[config.mk]
export PLATFORM = sky130hd
export DESIGN_NAME = audclk_div
export DESIGN_NICKNAME = d
export VERILOG_FILES = /design/src/rtl/audclk_pkg.sv /design/src/rtl/audclk_ctrl.sv /design/src/rtl/audclk_count.sv /design/src/rtl/audclk_div.sv
export SDC_FILE = /design/constraint.sdc
export NUM_CORES = 1
export LEC_CHECK = 0
export BUFFER_PORTS_ARGS = -buffer_cell sky130_fd_sc_hd__buf_2
export CORE_MARGIN = 4
export CORE_UTILIZATION = 48
export DETAILED_ROUTE_END_ITERATION = 8
export GPL_ROUTABILITY_DRIVEN = 0
export PLACE_DENSITY = 0.8
export SLEW_MARGIN = 20
export SYNTH_ARGS = -nofsm -noshare
export SYNTH_HDL_FRONTEND = slang
export SYNTH_SLANG_ARGS = --single-unit
[constraint.sdc]
create_clock -name clk -period 2.8 [get_ports clk]
set_clock_uncertainty 0.2 [all_clocks]
set_input_delay 0.28 -clock clk [delete_from_list [all_inputs] [get_ports clk]]
set_output_delay 0.28 -clock clk [all_outputs]
set_load 0.05 [all_outputs]
[src/rtl/audclk_pkg.sv]
package audclk_pkg;
  localparam int EN_W = 2;
  localparam logic [EN_W-1:0] EN_RUN = 2'b11;

  typedef enum logic [1:0] {
    MODE_PASS = 2'd0,
    MODE_RUN  = 2'd1,
    MODE_HOLD = 2'd2
  } div_mode_e;
endpackage

[src/rtl/audclk_ctrl.sv]
module audclk_ctrl import audclk_pkg::*; #(
  parameter int REG_W = 32,
  parameter int DIV_W = 16
) (
  input  logic             clk,
  input  logic             rst,
  input  logic             wr_en,
  input  logic [REG_W-1:0] wr_data,
  output logic [REG_W-1:0] word_q,
  output logic [DIV_W-1:0] divisor,
  output logic [EN_W-1:0]  en_bits,
  output logic             restart
);
  localparam int DIV_LSB = REG_W - DIV_W;
  localparam logic [DIV_W-1:0] DIV_MIN = DIV_W'(2);

  logic [DIV_W-1:0] wr_div;
  logic             drop;

  assign wr_div  = wr_data[REG_W-1:DIV_LSB];
  assign drop    = (wr_data[EN_W-1:0] == EN_RUN) && (wr_div < DIV_MIN);
  assign restart = wr_en && !drop;

  always_ff @(posedge clk) begin
    if (rst)          word_q <= '0;
    else if (restart) word_q <= wr_data;
  end

  assign divisor = word_q[REG_W-1:DIV_LSB];
  assign en_bits = word_q[EN_W-1:0];
endmodule

[src/rtl/audclk_count.sv]
module audclk_count #(
  parameter int DIV_W = 16
) (
  input  logic             clk,
  input  logic             rst,
  input  logic             restart,
  input  logic             run,
  input  logic             tick,
  input  logic [DIV_W-1:0] divisor,
  output logic             hit
);
  logic [DIV_W-1:0] cnt;
  logic [DIV_W-1:0] last;

  assign last = divisor - DIV_W'(1);
  assign hit  = run && tick && (cnt == last);

  always_ff @(posedge clk) begin
    if (rst || restart || !run) cnt <= '0;
    else if (hit)               cnt <= '0;
    else if (tick)              cnt <= cnt + DIV_W'(1);
  end
endmodule

[src/rtl/audclk_div.sv]
module audclk_div import audclk_pkg::*; #(
  parameter int REG_W = 32,
  parameter int DIV_W = 16
) (
  input  logic             clk,
  input  logic             rst,
  input  logic             wr_en,
  input  logic [REG_W-1:0] wr_data,
  output logic [REG_W-1:0] rd_data,
  input  logic             parent_ce,
  output logic             div_ce
);
  localparam logic [DIV_W-1:0] DIV_MIN = DIV_W'(2);

  logic [DIV_W-1:0] divisor;
  logic [EN_W-1:0]  en_bits;
  logic             restart;
  logic             hit;
  div_mode_e        mode;

  audclk_ctrl #(.REG_W(REG_W), .DIV_W(DIV_W)) u_ctrl (
    .clk     (clk),
    .rst     (rst),
    .wr_en   (wr_en),
    .wr_data (wr_data),
    .word_q  (rd_data),
    .divisor (divisor),
    .en_bits (en_bits),
    .restart (restart)
  );

  always_comb begin
    if (divisor < DIV_MIN)     mode = MODE_PASS;
    else if (en_bits == EN_RUN) mode = MODE_RUN;
    else                        mode = MODE_HOLD;
  end

  audclk_count #(.DIV_W(DIV_W)) u_count (
    .clk     (clk),
    .rst     (rst),
    .restart (restart),
    .run     (mode == MODE_RUN),
    .tick    (parent_ce),
    .divisor (divisor),
    .hit     (hit)
  );

  always_ff @(posedge clk) begin
    if (rst) div_ce <= 1'b0;
    else begin
      case (mode)
        MODE_PASS: div_ce <= parent_ce;
        MODE_RUN:  div_ce <= hit;
        default:   div_ce <= 1'b0;
      endcase
    end
  end
endmodule

==> metrics <==
status finished clean; CP max-delay cell or4_4; total via count in the routed design 2,487; worst endpoint data arrival time 2.79 ns; Die H 82.5 µm; H-tree levels 2; P_int 1.24 mW; top cell type's share of synthesized area 0.368; Worst Tran Pin Value 0.479 ns; Area after DPL 3220 µm²; peak supply drop 0.486 mV; FF-to-FF Start u_ctrl.word_q[16]; setup TNS 0 ns; Critical path origin u_ctrl.word_q[16]; fillers 424; Storage cell area 990 µm²; Max-Cap Viols 0; core region area 5240 µm²; TritonCTS clock tree yes; Clk Latency, worst-skew pair 0.30 ns; cts hold-fix bufs 0; mean number of vias per cell 5.55; Reg clk slew, reported paths 0.09 ns; vias in the first global route 2,490; initial drt markers 117; Top FF cell, synth dfxtp_1; crit-path max FO 4; chip width 82.5 µm; layout cells sized above 1 0.349; RSZ-0062 raised after global routing yes; final wirelength 6800 µm; IO Pins 69; mean routed wirelength per cell 15.2 µm; PD cells 516 nW/µm²; hold_sp wr_data[6]; normalized max-slew margin 0.678; Async SR Flop Fraction 0; Rows 26; total grt overflow 0; r2r setup slk 0.004 ns; post-layout instance area 3420 µm²; Reg power frac 0.421; synthesis-stage register bit count 49; Mapped Cells 296; Starting Density 0.509; footprint of the multi-input gates 1630 µm²; Final nets 415; root buf cell clkbuf_8; Final HPWL DP 5160 µm; drt drc 0; # diodes 0; Initial DRT Pass Iterations 4; post-layout min period 2.80 ns; Tcrit/Tclk final 0.999; Yosys Warn Count 0; Unique masters post-synth 48; first-pass GRT wire length 11,400 µm; CP max stage delay 0.53 ns; Mean Syn Cell Area 9.00 µm²; Final setup viols 0; Setup crit start kind flip-flop; ANT nets after route 0; Max Root-Sink Buffers 2; Post-synth EDFFs 0; Mapped Area 2660 µm²; sequential area share after synthesis 0.368; CP Data Required Time 2.79 ns; Final Max Slew Viols 0; Clk pwr share 0.336; Gate power share 0.243; worst-path cell chain or4_4, or4_4, or3_4, a21oi_4, nand4_4, buf_6, o311ai_2, a21oi_1; IO buf count 68; CTS buffer count 5; static leakage 1.45 nW; Synth Net Count 334; WS Path Type flip-flop to flip-flop; Final Hold Fails 0; area leader, netlist dfxtp_1; CP Capture Type flip-flop; largest net degree at the start of global routing 27; most frequent CP cell or4_4; Num Clock Sinks 49; # Post-CTS Setup Buffers 0; worst min path class input port to flip-flop; GR Util All Layers 0.215; largest cells by area after synthesis dfxtp_1 (37%), mux2i_1 (9.8%), xnor2_1 (7.2%); Sw Share 0.298; fmax 358 MHz; initial antenna violation count 0; Psw 0.525 mW; die area 6810 µm²; most numerous cell in the Yosys netlist dfxtp_1; Syn-to-layout area delta 28.4%; top post-synthesis cells by count dfxtp_1 (49), nor2_1 (43), mux2i_1 (26)
[routing by layer]
| metal | part of all wire | track usage | wire, µm |
|---|---|---|---|
| met5 | 0 | 0 | 0 |
| met4 | 0.026 | 0.0686 | 176 |
| met3 | 0.064 | 0.0466 | 438 |
| met2 | 0.49 | 0.365 | 3330 |
| met1 | 0.42 | 0.270 | 2860 |
[cells by family (layout without fill, tap and decap cells)]
group / after synthesis / in the layout / share of synthesized area
mux: 26 / 26 / 0.0977
flops: 49 / 49 / 0.368
fa+ha+maj: 2 / 2 / 0.00939
buf+inv: 24 / 106 / 0.0451
xor+xnor: 36 / 36 / 0.118
simple gates: 128 / 128 / 0.264
compound gates: 31 / 31 / 0.0968
[worst max-delay path, delay by kind of cell, from the launching register on]
family / cells / cell delay [ns]
AO/OA/AOI/OAI: 3 / 0.52
flip-flops: 1 / 0.34
buffers and inverters: 1 / 0.15
AND/OR/NAND/NOR: 4 / 1.47
[placed cells by master, fill, tap and decap left out, drive strengths merged, types with 11 or more instances in the layout]
master	n
xor2	14
mux2i	26
a21oi	11
dfxtp	49
buf	93
nor3	17
nor2	43
xnor2	22
nand3	12
nand2	21
[what timing repair did]
action / CTS / global route
pin swaps: 1 / 2
endpoints found under the setup margin: 13 / 17
gates resized for setup: 1 / 10
[path summary, 6_finish.rpt]
check	end	depth (start not counted)
worst min-delay path	u_ctrl.word_q[6]	3
worst min register to register	u_ctrl.word_q[13]	2
worst max-delay path	u_count.cnt[1]	8
worst max register to register	u_count.cnt[1]	8
[per-stage QoR]
step	utilization	hold WS, ns	instances	total power [mW]	setup slack, ns
floorplan	-	0.206	296	1.04	-0.286
global placement	0.615	0.269	440	1.16	0.0617
detailed placement	0.615	0.281	440	1.17	0.00632
CTS	0.642	0.000783	448	1.76	0.00148
global route	0.653	0.0105	448	1.84	-0.0775
finish	0.653	0.00304	448	1.76	0.00415
[state kept, by name (all words and copies together), names as in the netlist]
name           count
div_ce             1
u_count.cnt       16
u_ctrl.word_q     32
[power by group through the flow]
stage                     sequential, mW  clock (mW)  combinational (mW)
final                              0.743       0.592               0.429
after global routing               0.747       0.632               0.461
after CTS                          0.743       0.601               0.414
after detailed placement           0.759           0               0.411
after global placement             0.757           0               0.402
after floorplan                    0.856           0               0.189
[area by class of cell]
cell class              count  area share
clock buffers               5      0.0201
clock inverters             3      0.0190
inverters                   5     0.00549
multi-input cells         223       0.477
flip-flops and latches     49       0.289
well taps                  70      0.0256
repair buffers             93       0.163
Power figures use the tool's default switching activity.
